<file path="config.mk">
export PLATFORM = sky130hd
export DESIGN_NAME = boot_reset_ctrl
export DESIGN_NICKNAME = d
export VERILOG_FILES = /design/src/rtl/rstseq_pkg.sv /design/src/rtl/rst_sync2.sv /design/src/rtl/rst_hold_timer.sv /design/src/rtl/rst_vec_fetch.sv /design/src/rtl/boot_reset_ctrl.sv
export SDC_FILE = /design/constraint.sdc
export NUM_CORES = 1
export LEC_CHECK = 0
export BUFFER_PORTS_ARGS = -buffer_cell sky130_fd_sc_hd__buf_2
export CAP_MARGIN = 10
export CELL_PAD_IN_SITES_DETAIL_PLACEMENT = 2
export CELL_PAD_IN_SITES_GLOBAL_PLACEMENT = 2
export CORE_MARGIN = 10
export CORE_UTILIZATION = 29
export CTS_CLUSTER_DIAMETER = 80
export DETAILED_ROUTE_END_ITERATION = 12
export PLACE_DENSITY_LB_ADDON = 0.08
export SYNTH_ARGS = -nofsm -noshare
export SYNTH_HDL_FRONTEND = slang
export SYNTH_SLANG_ARGS = --single-unit
</file>
<file path="constraint.sdc">
create_clock -name clk -period 3.2 [get_ports clk]
set_clock_uncertainty 0.2 [all_clocks]
set_input_delay 0.16 -clock clk [delete_from_list [all_inputs] [get_ports clk]]
set_output_delay 0.16 -clock clk [all_outputs]
set_load 0.01 [all_outputs]
</file>
<file path="src/rtl/rstseq_pkg.sv">
package rstseq_pkg;

  typedef enum logic [2:0] {
    S_WAIT_SUP = 3'd0,
    S_COUNT    = 3'd1,
    S_PIN_HOLD = 3'd2,
    S_FETCH    = 3'd3,
    S_RUN      = 3'd4
  } seq_st_e;

  typedef enum logic [2:0] {
    F_IDLE   = 3'd0,
    F_REQ_HI = 3'd1,
    F_CAP_HI = 3'd2,
    F_REQ_LO = 3'd3,
    F_CAP_LO = 3'd4
  } fetch_st_e;

endpackage

</file>
<file path="src/rtl/rst_sync2.sv">
module rst_sync2 #(
  parameter int         W         = 1,
  parameter logic [0:0] RESET_VAL = 1'b1
) (
  input  logic         clk,
  input  logic         arst_n,
  input  logic [W-1:0] d_i,
  output logic [W-1:0] q_o
);
  logic [W-1:0] meta_q;
  logic [W-1:0] sync_q;

  always_ff @(posedge clk or negedge arst_n) begin
    if (!arst_n) begin
      meta_q <= {W{RESET_VAL}};
      sync_q <= {W{RESET_VAL}};
    end else begin
      meta_q <= d_i;
      sync_q <= meta_q;
    end
  end

  assign q_o = sync_q;
endmodule

</file>
<file path="src/rtl/rst_hold_timer.sv">
module rst_hold_timer #(
  parameter int SHORT_CYC = 66,
  parameter int LONG_CYC  = 5000
) (
  input  logic clk,
  input  logic arst_n,
  input  logic clr_i,
  input  logic run_i,
  input  logic long_sel_i,
  output logic expired_o
);
  localparam int CW = $clog2(LONG_CYC + 1);

  logic [CW-1:0] cnt_q;
  logic [CW-1:0] cnt_d;
  logic [CW-1:0] lim;
  logic          cnt_en;

  assign lim       = long_sel_i ? CW'(LONG_CYC - 1) : CW'(SHORT_CYC - 1);
  assign expired_o = run_i && !clr_i && (cnt_q >= lim);

  always_comb begin
    cnt_en = 1'b0;
    cnt_d  = cnt_q;
    if (clr_i) begin
      cnt_en = 1'b1;
      cnt_d  = '0;
    end else if (run_i && !expired_o) begin
      cnt_en = 1'b1;
      cnt_d  = cnt_q + 1'b1;
    end
  end

  always_ff @(posedge clk or negedge arst_n) begin
    if (!arst_n)     cnt_q <= '0;
    else if (cnt_en) cnt_q <= cnt_d;
  end

  a_r3_cnt_in_range: assert property (@(posedge clk) disable iff (!arst_n)
    cnt_q < CW'(LONG_CYC));
endmodule

</file>
<file path="src/rtl/rst_vec_fetch.sv">
module rst_vec_fetch
  import rstseq_pkg::*;
#(
  parameter int            AW       = 16,
  parameter int            DW       = 8,
  parameter logic [AW-1:0] VEC_ADDR = 16'h0002
) (
  input  logic            clk,
  input  logic            arst_n,
  input  logic            en_i,
  input  logic [DW-1:0]   mem_rdata_i,
  output logic            mem_rd_o,
  output logic [AW-1:0]   mem_addr_o,
  output logic            last_o,
  output logic [2*DW-1:0] pc_o,
  output logic            pc_valid_o
);
  fetch_st_e       st_q, st_d;
  logic [DW-1:0]   hi_q;
  logic [2*DW-1:0] pc_q;
  logic            valid_q;
  logic            hi_en, pc_en;

  always_comb begin
    st_d = st_q;
    if (!en_i) st_d = F_IDLE;
    else begin
      case (st_q)
        F_IDLE:   st_d = F_REQ_HI;
        F_REQ_HI: st_d = F_CAP_HI;
        F_CAP_HI: st_d = F_REQ_LO;
        F_REQ_LO: st_d = F_CAP_LO;
        F_CAP_LO: st_d = F_IDLE;
        default:  st_d = F_IDLE;
      endcase
    end
  end

  assign hi_en      = en_i && (st_q == F_CAP_HI);
  assign pc_en      = en_i && (st_q == F_CAP_LO);
  assign last_o     = pc_en;
  assign mem_rd_o   = en_i && ((st_q == F_REQ_HI) || (st_q == F_REQ_LO));
  assign mem_addr_o = (st_q == F_REQ_LO) ? VEC_ADDR + AW'(1) : VEC_ADDR;

  always_ff @(posedge clk or negedge arst_n) begin
    if (!arst_n) begin
      st_q    <= F_IDLE;
      valid_q <= 1'b0;
    end else begin
      st_q    <= st_d;
      valid_q <= pc_en;
    end
  end

  always_ff @(posedge clk or negedge arst_n) begin
    if (!arst_n)    hi_q <= '0;
    else if (hi_en) hi_q <= mem_rdata_i;
  end

  always_ff @(posedge clk or negedge arst_n) begin
    if (!arst_n)    pc_q <= '0;
    else if (pc_en) pc_q <= {hi_q, mem_rdata_i};
  end

  assign pc_o       = pc_q;
  assign pc_valid_o = valid_q;

  a_r9_valid_one_cycle: assert property (@(posedge clk) disable iff (!arst_n)
    pc_valid_o |=> !pc_valid_o);
  a_r9_pc_stable: assert property (@(posedge clk) disable iff (!arst_n)
    !pc_valid_o |-> $stable(pc_o));
  a_r8_lo_after_hi: assert property (@(posedge clk) disable iff (!arst_n)
    (mem_rd_o && mem_addr_o == VEC_ADDR + AW'(1)) |->
      $past(mem_rd_o && mem_addr_o == VEC_ADDR, 2));
endmodule

</file>
<file path="src/rtl/boot_reset_ctrl.sv">
module boot_reset_ctrl
  import rstseq_pkg::*;
#(
  parameter int SHORT_CYC = 66,
  parameter int LONG_CYC  = 5000,
  parameter int N_GPIO    = 8,
  parameter int AW        = 16,
  parameter int DW        = 8,
  parameter int CSW       = 2
) (
  input  logic              clk,
  input  logic              arst_n,
  input  logic              supply_ok_i,
  input  logic              lv_evt_i,
  input  logic              ext_rst_n_i,
  input  logic              stop_wake_i,
  input  logic              xtal_opt_i,
  input  logic              clk_sel_we_i,
  input  logic [CSW-1:0]    clk_sel_wd_i,
  input  logic [N_GPIO-1:0] cpu_dir_i,
  input  logic [N_GPIO-1:0] cpu_pu_i,
  input  logic [DW-1:0]     mem_rdata_i,
  output logic              sys_rst_o,
  output logic              cpu_hold_o,
  output logic              wdt_rst_o,
  output logic              osc_rst_o,
  output logic [CSW-1:0]    clk_sel_o,
  output logic [N_GPIO-1:0] gpio_dir_o,
  output logic [N_GPIO-1:0] gpio_pu_o,
  output logic              mem_rd_o,
  output logic [AW-1:0]     mem_addr_o,
  output logic [2*DW-1:0]   pc_o,
  output logic              pc_valid_o
);
  localparam logic [AW-1:0] VEC_ADDR = AW'(2);

  seq_st_e        st_q, st_d;
  logic           sys_q, sys_d;
  logic           strobe_q, strobe_d;
  logic           pin_s, pin_prev_q, pin_fall, pin_low;
  logic           tmr_clr, tmr_expired;
  logic           fetch_last;
  logic [CSW-1:0] clk_sel_q;
  logic           clk_sel_clr, clk_sel_en;

  rst_sync2 #(.W(1), .RESET_VAL(1'b1)) u_pin_sync (
    .clk    (clk),
    .arst_n (arst_n),
    .d_i    (ext_rst_n_i),
    .q_o    (pin_s)
  );

  always_ff @(posedge clk or negedge arst_n) begin
    if (!arst_n) pin_prev_q <= 1'b1;
    else         pin_prev_q <= pin_s;
  end

  assign pin_low  = !pin_s;
  assign pin_fall = pin_prev_q && !pin_s;

  // Sequencer: priority low-voltage > pin > STOP wake
  always_comb begin
    st_d     = st_q;
    sys_d    = sys_q;
    strobe_d = 1'b0;
    tmr_clr  = (st_q != S_COUNT);
    case (st_q)
      S_WAIT_SUP: begin
        if (!lv_evt_i && supply_ok_i) st_d = S_COUNT;
      end
      S_COUNT: begin
        if (lv_evt_i) begin
          st_d = S_WAIT_SUP; sys_d = 1'b1;
        end else if (pin_fall) begin
          tmr_clr = 1'b1; sys_d = 1'b1;
        end else if (stop_wake_i) begin
          tmr_clr = 1'b1;
        end else if (tmr_expired) begin
          st_d = pin_low ? S_PIN_HOLD : S_FETCH;
        end
      end
      S_PIN_HOLD: begin
        if (lv_evt_i) begin
          st_d = S_WAIT_SUP; sys_d = 1'b1;
        end else if (!pin_low) begin
          st_d = S_FETCH;
        end
      end
      S_FETCH: begin
        if (lv_evt_i) begin
          st_d = S_WAIT_SUP; sys_d = 1'b1;
        end else if (pin_low) begin
          st_d = S_COUNT; sys_d = 1'b1;
        end else if (stop_wake_i) begin
          st_d = S_COUNT;
        end else if (fetch_last) begin
          st_d = S_RUN;
        end
      end
      S_RUN: begin
        if (lv_evt_i) begin
          st_d = S_WAIT_SUP; sys_d = 1'b1;
        end else if (pin_low) begin
          st_d = S_COUNT; sys_d = 1'b1;
        end else if (stop_wake_i) begin
          st_d = S_COUNT; sys_d = 1'b0; strobe_d = 1'b1;
        end
      end
      default: begin
        st_d = S_WAIT_SUP; sys_d = 1'b1;
      end
    endcase
  end

  always_ff @(posedge clk or negedge arst_n) begin
    if (!arst_n) begin
      st_q     <= S_WAIT_SUP;
      sys_q    <= 1'b1;
      strobe_q <= 1'b0;
    end else begin
      st_q     <= st_d;
      sys_q    <= sys_d;
      strobe_q <= strobe_d;
    end
  end

  rst_hold_timer #(.SHORT_CYC(SHORT_CYC), .LONG_CYC(LONG_CYC)) u_timer (
    .clk        (clk),
    .arst_n     (arst_n),
    .clr_i      (tmr_clr),
    .run_i      (st_q == S_COUNT),
    .long_sel_i (xtal_opt_i),
    .expired_o  (tmr_expired)
  );

  rst_vec_fetch #(.AW(AW), .DW(DW), .VEC_ADDR(VEC_ADDR)) u_fetch (
    .clk         (clk),
    .arst_n      (arst_n),
    .en_i        (st_q == S_FETCH),
    .mem_rdata_i (mem_rdata_i),
    .mem_rd_o    (mem_rd_o),
    .mem_addr_o  (mem_addr_o),
    .last_o      (fetch_last),
    .pc_o        (pc_o),
    .pc_valid_o  (pc_valid_o)
  );

  assign sys_rst_o  = sys_q && ((st_q == S_WAIT_SUP) || (st_q == S_COUNT) ||
                                (st_q == S_PIN_HOLD));
  assign cpu_hold_o = (st_q != S_RUN);
  assign wdt_rst_o  = strobe_q;
  assign osc_rst_o  = strobe_q;

  // Clock-source select register, cleared by system reset or oscillator strobe
  assign clk_sel_clr = sys_rst_o || strobe_q;
  assign clk_sel_en  = clk_sel_clr || clk_sel_we_i;

  always_ff @(posedge clk or negedge arst_n) begin
    if (!arst_n)         clk_sel_q <= '0;
    else if (clk_sel_en) clk_sel_q <= clk_sel_clr ? '0 : clk_sel_wd_i;
  end
  assign clk_sel_o = clk_sel_q;

  // Pad safety during system reset
  assign gpio_dir_o = sys_rst_o ? {N_GPIO{1'b1}} : cpu_dir_i;
  assign gpio_pu_o  = sys_rst_o ? {N_GPIO{1'b0}} : cpu_pu_i;

  a_r7_strobe_single: assert property (@(posedge clk) disable iff (!arst_n)
    wdt_rst_o |=> !wdt_rst_o);
  a_r7_strobe_no_sysrst: assert property (@(posedge clk) disable iff (!arst_n)
    wdt_rst_o |-> !sys_rst_o && cpu_hold_o);
  a_r6_clksel_default: assert property (@(posedge clk) disable iff (!arst_n)
    $past(sys_rst_o) |-> clk_sel_o == '0);
  a_r4_pin_stretch: assert property (@(posedge clk) disable iff (!arst_n)
    (st_q == S_PIN_HOLD && pin_low) |=> sys_rst_o);
endmodule

</file>
==> results.yml, run 1 <==
clock_network:
  cts_resized: 0
  path_clk_slew_ps: 90
  ctsHoldBuffers: 12
  postCtsSetupRepairBufs: 0
  clock_path_buffers: 2
  cts_tree: "done"
  numCtsBuffers: 5
  numClockSinks: 51
  h-tree-depth: 2
  cts-root-buf: "clkbuf_8"
  clock_latency_ps: 310
routing:
  route.detailed.drc: 0
  drtPass1Iterations: 4
  via_count: 2467
  wl_met2_mm: 3.87
  top_layer: "met4"
  totalWireLength_mm: 8.31
  met3_wirelength_microns: 627
  vias_per_cell: 5.02
  antenna_left: 0
  detail_route.wl_per_cell_microns: 16.9
  drtIter0Drc: 60
  drt-met1-wl_mm: 3.74
yosys:
  synth-seq-cells: 51
  ys_warn_count: 0
  ys_seq_area_share_pct: 47.0
  syn_area_sq_um: 2730
  synth_top_area_cell: "dfrtp_1"
  synth_area_per_cell_sq_um: 9.15
  syn-instance-count: 298
  ys_top_cells_by_area: "dfrtp_1 (43%), nand2_1 (8.7%), buf_4 (4.4%)"
  synth_cell_types: 42
  yosys.area.top_type_share_pct: 43.1
timing:
  tns_ps: 0
  fmax_ghz: 0.401
  fin_crit_ps: 2500
  setup_viol: 0
  holdWs_ps: -6.61
  fin_ws_ps: 704
  tightest_slew_ps: 917
  relSlewSlack_pct: 38.7
  rsz0062_at_grt: "false"
  hold_viol: 1
  maxSlewViolCount: 0
  post-route-period-util_pct: 78.0
setup_path:
  r2r_end: "u_timer.cnt_q[9]$_DFFE_PN0P_"
  endpoint_kind: "flip-flop"
  rrSetupSlack_ps: 700
  critPathMaxFanout: 22
  startpoint: "u_timer.cnt_q[1]$_DFFE_PN0P_"
  reg2reg_from: "u_timer.cnt_q[1]$_DFFE_PN0P_"
  worstPathRequired_ps: 3240
  worstSetupPathType: "flip-flop to flip-flop"
  crit_arrival_ps: 2530
  crit_end: "u_timer.cnt_q[9]$_DFFE_PN0P_"
  cp-start-kind: "flip-flop"
  r2r_cells: 6
placed_design:
  port-buffer-count: 74
  hpwl_mm: 6.09
  dp.cells: 471
  routabilityCongestion: 0.718
  pre_cts_ws_ps: 662
floorplanning:
  initial_utilization_pct: 29.6
  num_rows: 35
  die_area_sq_um: 13700
  core_area_sq_um: 9200
  die_h_microns: 117
  io_pins: 90
  die_width_microns: 117
global_routing:
  grt_max_degree: 52
  antenna_found_initial: 0
  first_global_vias: 2677
  track_usage_pct: 12.3
  overflow: 0
  grt_pass1_wl_mm: 13.6
cells_and_area:
  syn2layout_area_growth_pct: 24.2
  nets: 421
  multi_input_area_sq_um: 1300
  fillCellCount: 1051
  n_antenna_cell: 0
  drive_above_1_share_pct: 28.2
  utilization_pct: 36.8
  register_area_sq_um: 1280
  final_cells: 491
power:
  leakage_uw: 0.00162
  ir_worst_vdd_mv: 0.187
  power_per_cell_area_nw_per_um2: 433
run_status:
  violations: "hold timing"
  status: "complete, but fails checks"
flow_run:
  cap_violations: 0
min_path:
  hold_class: "input pin to flip-flop"
==> registers in the layout (all words and copies together), names as in the netlist <==
signal	count
u_pin_sync.q_o	1
st_q	3
u_pin_sync.meta_q	1
osc_rst_o	1
u_fetch.st_q	3
u_fetch.pc_o	16
sys_q	1
u_timer.cnt_q	13
clk_sel_o	2
u_fetch.pc_valid_o	1
pin_prev_q	1
u_fetch.hi_q	8
==> worst min-delay path by stage <==
stage                          from                           to  slack [ps]  cells after the start
floorplan                    arst_n     clk_sel_o[0]$_DFFE_PN0P_        -340                      0
global placement        ext_rst_n_i  u_pin_sync.meta_q$_DFF_PN1_          60                      1
detailed placement      ext_rst_n_i  u_pin_sync.meta_q$_DFF_PN1_          70                      1
CTS                    clk_sel_we_i     clk_sel_o[1]$_DFFE_PN0P_           6                      3
global route           clk_sel_we_i     clk_sel_o[1]$_DFFE_PN0P_          20                      3
finish              clk_sel_wd_i[0]     clk_sel_o[0]$_DFFE_PN0P_          -7                      3
==> logic make-up after synthesis <==
kind of cell | synth area share [%]
compound gates | 10.6
fa+ha+maj | 3.67
mux | 4.41
other cells | 0.275
buf+inv | 7.25
xor+xnor | 0.321
simple gates | 26.5
flops | 47.0
==> cells in the mapped netlist <==
cell type	instances
xnor2_1	1
nor2b_1	12
nor4_1	2
dfstp_2	4
ha_1	8
buf_2	2
inv_1	6
o2111a_2	1
a311o_1	1
clkbuf_1	8
nand2b_1	5
mux2i_1	3
nand3_1	5
o21a_1	1
o31ai_1	6
buf_6	1
or3_1	5
and3_1	2
nor4bb_1	1
nor3b_1	2
nand3b_1	1
and2_1	1
conb_1	2
nand4b_1	2
o32ai_1	1
mux2_2	8
a211oi_1	5
or2_2	10
nand2_1	63
and4_1	1
a22oi_1	2
nor2_1	17
o21ai_0	10
buf_4	16
o211ai_1	3
or4_1	6
dfrtp_1	47
nor3_1	5
o31a_1	1
a21oi_1	14
clkinv_1	1
nand4_1	6
==> critical path: stages, from the launching register on <==
cell	delay (ps)
dfrtp_1	430
ha_1	290
a211oi_1	260
a211oi_1	110
o2111a_2	420
or4_1	550
a21oi_1	160
==> stage by stage <==
step / instance area (sq um) / hold WS (ps) / power (uW)
6_report: 3390 / -6.61 / 1470
5_1_grt: 3390 / 21.1 / 1560
4_1_cts: 3390 / 6.00 / 1490
3_5_place_dp: 3130 / 67.5 / 933
3_3_place_gp: 3130 / 64.8 / 923
2_1_floorplan: 2780 / -336 / 859
==> layout make-up <==
| cell class | count | area share [%] |
|---|---|---|
| multi-input cells | 226 | 38.4 |
| flip-flops and latches | 51 | 37.8 |
| repair buffers | 88 | 14.9 |
| well taps | 111 | 4.10 |
| clock buffers | 6 | 2.14 |
| clock inverters | 2 | 1.77 |
| inverters | 7 | 0.776 |
==> placed cells by master (no fill, tap or decap), types with 3 or more instances in the layout <==
cell           Yosys  layout
mux2_2             8       8
nor3_1             5       5
clkbuf_8           0       5
dlygate4sd3_1      0      12
inv_1              6       6
mux2i_1            3       3
o211ai_1           3       3
or4_1              6       6
dfrtp_1           47      47
nand4_1            6       6
a211oi_1           5       4
dfstp_2            4       4
o31ai_1            6       6
buf_2              2      74
or3_1              5       5
o21ai_0           10      10
nand3_1            5       5
nand2_1           63      63
ha_1               8       8
nand2b_1           5       5
a21oi_1           14      14
nor2_1            17      17
nor2b_1           12      12
or2_2             10      10
conb_1             2      15
==> metal layers <==
layer,up-vias,track usage [%]
li1,1155,-
met1,1241,15.2
met2,67,20.4
met3,4,3.92
met4,0,2.47
met5,-,0
==> report_power, final <==
| group | internal (uW) | total, uW | switching (uW) | leakage (uW) |
|---|---|---|---|---|
| Sequential | 671 | 717 | 45.3 | 0.000633 |
| Clock | 313 | 534 | 221 | 0.0000654 |
| Combinational | 89.1 | 215 | 126 | 0.000927 |
| Total | 1070 | 1470 | 393 | 0.00162 |
Power figures use the tool's default switching activity.
==> run 2, diff against run 1 <==
Settings changed: CORE_UTILIZATION 29 to 26.
Clock period 3.2 ns to 2.1 ns, I/O delays scaled along.
==> results.yml, run 2 (synthesis gave the netlist of run 1 again) <==
run_status:
  status: "complete, but fails checks"
  violations: "setup timing"
floorplanning:
  io_pins: 90
  initial_utilization_pct: 26.5
  die_area_sq_um: 15000
  num_rows: 37
  die_h_microns: 122
  core_area_sq_um: 10300
  die_width_microns: 122
timing:
  fin_ws_ps: -138
  fin_crit_ps: 2240
  fmax_ghz: 0.447
  setup_viol: 13
  post-route-period-util_pct: 107
  rsz0062_at_grt: "true"
  maxSlewViolCount: 0
  hold_viol: 0
  holdWs_ps: 104
setup_path:
  cpPeakStageDelay_ps: 430
  crit_arrival_ps: 2290
  worstSetupPathType: "flip-flop to flip-flop"
  endpoint_kind: "flip-flop"
  cpMostUsedCell: "buf_4"
  r2r_cells: 8
  critPathMaxFanout: 5
  r2r_end: "u_timer.cnt_q[3]$_DFFE_PN0P_"
  critPathSlowestCell: "dfrtp_1"
  crit_chain: "ha_4 > nand4b_1 > a211oi_2 > buf_4 > o2111a_2 > buf_4 > o31ai_1 > a21oi_1"
  rrSetupSlack_ps: -140
  worstPathRequired_ps: 2150
  reg2reg_from: "u_timer.cnt_q[7]$_DFFE_PN0P_"
  cp-start-kind: "flip-flop"
placed_design:
  dp.cells: 522
  routabilityCongestion: 0.732
  port-buffer-count: 74
  hpwl_mm: 6.70
global_routing:
  overflow: 0
  first_global_vias: 2942
  antenna_found_initial: 0
  track_usage_pct: 13.0
  grt_pass1_wl_mm: 15.5
  grt_max_degree: 52
cells_and_area:
  largest_reg_flops: 16
  nets: 463
  drive_above_1_share_pct: 39.3
  fillCellCount: 1178
  n_antenna_cell: 0
  multi_input_area_sq_um: 1470
  register_area_sq_um: 1280
  final_cell_mix: "buf_2 (74), nand2_1 (63), dfrtp_1 (47)"
  syn2layout_area_growth_pct: 41.7
  final_cells: 558
  final_common_cell: "buf_2"
routing:
  detail_route.wl_per_cell_microns: 17.1
  drtPass1Iterations: 4
  totalWireLength_mm: 9.53
  vias_per_cell: 4.73
  via_count: 2640
  route.detailed.drc: 0
  drtIter0Drc: 49
  antenna_left: 0
clock_network:
  numClockSinks: 51
  h-tree-depth: 2
  cts-root-buf: "clkbuf_8"
  clock_path_buffers: 2
  clock_latency_ps: 310
  path_clk_slew_ps: 100
  cts_tree: "done"
  numCtsBuffers: 5
power:
  leakage_uw: 0.00182
  ir_worst_vdd_mv: 0.254
  totalPowerFinal_uw: 2130
  power_per_cell_area_nw_per_um2: 551
min_path:
  hold_class: "input pin to async pin"
flow_run:
  cap_violations: 0
[run 2: how the worst max path moves through the flow]
stage	start	end	slack [ps]	cells after the start
5_1_grt	u_timer.cnt_q[7]$_DFFE_PN0P_	u_timer.cnt_q[3]$_DFFE_PN0P_	-230	8
2_1_floorplan	u_timer.cnt_q[1]$_DFFE_PN0P_	u_timer.cnt_q[2]$_DFFE_PN0P_	-90	7
3_3_place_gp	u_timer.cnt_q[1]$_DFFE_PN0P_	u_timer.cnt_q[7]$_DFFE_PN0P_	-160	6
4_1_cts	u_timer.cnt_q[1]$_DFFE_PN0P_	u_timer.cnt_q[9]$_DFFE_PN0P_	-180	6
6_report	u_timer.cnt_q[7]$_DFFE_PN0P_	u_timer.cnt_q[3]$_DFFE_PN0P_	-140	8
3_5_place_dp	u_timer.cnt_q[8]$_DFFE_PN0P_	u_timer.cnt_q[7]$_DFFE_PN0P_	-260	6
[run 2: stage by stage]
step | util (%) | TNS (ps) | setup slack, ps | instance area [sq um]
after floorplan | - | -124 | -89.4 | 2780
after global placement | 32.9 | -924 | -160 | 3380
after detailed placement | 32.9 | -1870 | -257 | 3380
after CTS | 36.8 | -1150 | -179 | 3780
after global routing | 37.6 | -2420 | -233 | 3860
final | 37.6 | -1070 | -138 | 3860
[run 2: where the power goes]
part	internal (uW)	leakage, uW	switching (uW)
registers	1020	0.000633	49.7
clock network	234	0.0000412	350
logic	219	0.00114	254
total	1480	0.00182	653
[run 2: critical path: cells and delay by family (launching register included)]
family	cells	cell delay, ps
adders and majority gates	1	290
and+or+nand+nor	1	130
DFF	1	430
buffers and inverters	2	330
AOI/OAI and AO/OA	4	800
[run 2: metal layers]
metal,GRT usage (%),up-vias,routed length [microns]
met5,0,-,0
met4,3.83,0,144
met3,3.86,11,618
met2,21.9,77,4560
met1,15.6,1300,4210
li1,-,1252,-
[run 2: final cells by class]
cell class | instances | share of cell area, %
tap | 136 | 4.40
clock buffer | 6 | 1.88
sequential | 51 | 33.2
timing repair buffer | 127 | 21.5
clock inverter | 2 | 0.324
multi-input combinational | 229 | 38.0
inverter | 7 | 0.777
[run 2: timing repair]
item	in CTS	in global routing
hold buffers	17	0
endpoints found under the setup margin	13	17
hold endpoints to repair	73	0
pin swaps	12	13
gates cloned	3	0
buffers inserted	7	1
gates resized for setup	14	15
==> run 3, diff against run 2 <==
Settings changed: HOLD_SLACK_MARGIN from default to 0.12.
==> results.yml, run 3 (synthesis gave the netlist of run 1 again) <==
power:
  comb_power_share_pct: 22.3
  ir_worst_vdd_mv: 0.254
  power.internal_uw: 1480
  sequentialPowerShare_pct: 50.3
  swShare_pct: 30.7
  p_sw_uw: 653
  leakage_uw: 0.00182
  pwr-share-clk_pct: 27.4
  power_per_cell_area_nw_per_um2: 550
clock_network:
  numClockSinks: 51
  numCtsBuffers: 5
  clock_latency_ps: 310
  clock_path_buffers: 2
  path_clk_slew_ps: 100
  h-tree-depth: 2
  cts-root-buf: "clkbuf_8"
  cts_tree: "done"
setup_path:
  cp-start-kind: "flip-flop"
  crit_arrival_ps: 2300
  critPathMaxFanout: 5
  endpoint_kind: "flip-flop"
  worstPathRequired_ps: 2150
  worstSetupPathType: "flip-flop to flip-flop"
cells_and_area:
  syn2layout_area_growth_pct: 42.1
  final_cells: 559
  final_common_cell: "buf_2"
  final_cell_mix: "buf_2 (74), nand2_1 (63), dfrtp_1 (47)"
  register_area_sq_um: 1280
  nets: 464
  n_antenna_cell: 0
  multi_input_area_sq_um: 1470
  fillCellCount: 1178
  largest_reg_flops: 16
  stdcell_area_sq_um: 3870
  drive_above_1_share_pct: 39.2
  utilization_pct: 37.7
routing:
  detail_route.wl_per_cell_microns: 17.1
  route.detailed.drc: 0
  drtPass1Iterations: 4
  drtIter0Drc: 62
  antenna_left: 0
  via_count: 2644
  totalWireLength_mm: 9.55
  vias_per_cell: 4.73
timing:
  rsz0062_at_grt: "true"
  setup_viol: 13
  fin_crit_ps: 2250
  maxSlewViolCount: 0
  fmax_ghz: 0.444
  tns_ps: -1220
  hold_viol: 0
  post-route-period-util_pct: 107
  fin_ws_ps: -151
placed_design:
  dp.cells: 522
  port-buffer-count: 74
  hpwl_mm: 6.70
  routabilityCongestion: 0.732
  dpl_cell_area_sq_um: 3380
floorplanning:
  io_pins: 90
  num_rows: 37
  die_area_sq_um: 15000
  initial_utilization_pct: 26.5
  die_width_microns: 122
  core_area_sq_um: 10300
  die_h_microns: 122
global_routing:
  first_global_vias: 2941
  antenna_found_initial: 0
  grt_pass1_wl_mm: 15.5
  track_usage_pct: 12.9
  overflow: 0
  grt_max_degree: 52
flow_run:
  cap_violations: 0
run_status:
  violations: "setup timing"
  status: "complete, but fails checks"
min_path:
  hold_class: "flip-flop to flip-flop"
run 3: changes by cell type in the layout (fill, tap and decap cells not counted):
cell	change
dlygate4sd3_1	+1
run 3: power groups by stage:
| stage | logic, uW | clock network, uW | registers (uW) |
|---|---|---|---|
| after floorplan | 246 | 0 | 1070 |
| after global placement | 403 | 0 | 1090 |
| after detailed placement | 410 | 0 | 1090 |
| after CTS | 464 | 623 | 1070 |
| after global routing | 532 | 657 | 1080 |
| final | 475 | 584 | 1070 |
run 3: worst paths after layout:
kind,from,endpoint,slack (ps),cells after the start
min reg2reg,u_pin_sync.meta_q$_DFF_PN1_,u_pin_sync.q_o$_DFF_PN1_,160,0
min,u_pin_sync.meta_q$_DFF_PN1_,u_pin_sync.q_o$_DFF_PN1_,160,0
max reg2reg,u_timer.cnt_q[7]$_DFFE_PN0P_,u_timer.cnt_q[3]$_DFFE_PN0P_,-150,8
max in group asynchronous,arst_n,sys_q$_DFFE_PN1P_,710,4
max,u_timer.cnt_q[7]$_DFFE_PN0P_,u_timer.cnt_q[3]$_DFFE_PN0P_,-150,8
min in group asynchronous,arst_n,u_fetch.hi_q[1]$_DFFE_PN0P_,680,4
run 3: critical path, cell delays in order, from the launching register on:
cell and delay [ps]:
dfrtp_1 430, ha_4 290, nand4b_1 130, a211oi_2 300, buf_4 170, o2111a_2 310
buf_4 160, o31ai_1 60, a21oi_1 130
run 3: cell type report:
class | instances | share of cell area (%)
clock buffer | 6 | 1.87
clock inverter | 2 | 0.323
inverter | 7 | 0.775
multi-input combinational | 229 | 37.9
sequential | 51 | 33.1
tap | 136 | 4.39
timing repair buffer | 128 | 21.7
run 3: what timing repair did:
| action | CTS | global route |
|---|---|---|
| resized for setup | 14 | 15 |
| setup endpoints to repair | 13 | 17 |
| gates cloned | 3 | 0 |
| pin swaps | 12 | 13 |
| setup buffers | 7 | 1 |
| endpoints found under the hold margin | 74 | 0 |
| hold buffers | 18 | 0 |
run 3: per-stage QoR:
stage / worst slack, ps / total power (uW) / hold WS, ps
final: -151 / 2130 / 161
after detailed placement: -257 / 1500 / -70.2
after floorplan: -89.4 / 1320 / -391
after global placement: -160 / 1490 / -73.4
after CTS: -179 / 2160 / 166
after global routing: -233 / 2270 / 172
run 3: metal layers:
layer	wire length (microns)	track usage (%)	vias up	part of all wire, %
li1	-	-	1255	-
met1	4240	15.6	1299	44
met2	4550	21.8	79	48
met3	620	3.81	11	6.5
met4	144	3.83	0	1.5
met5	0	0	-	0
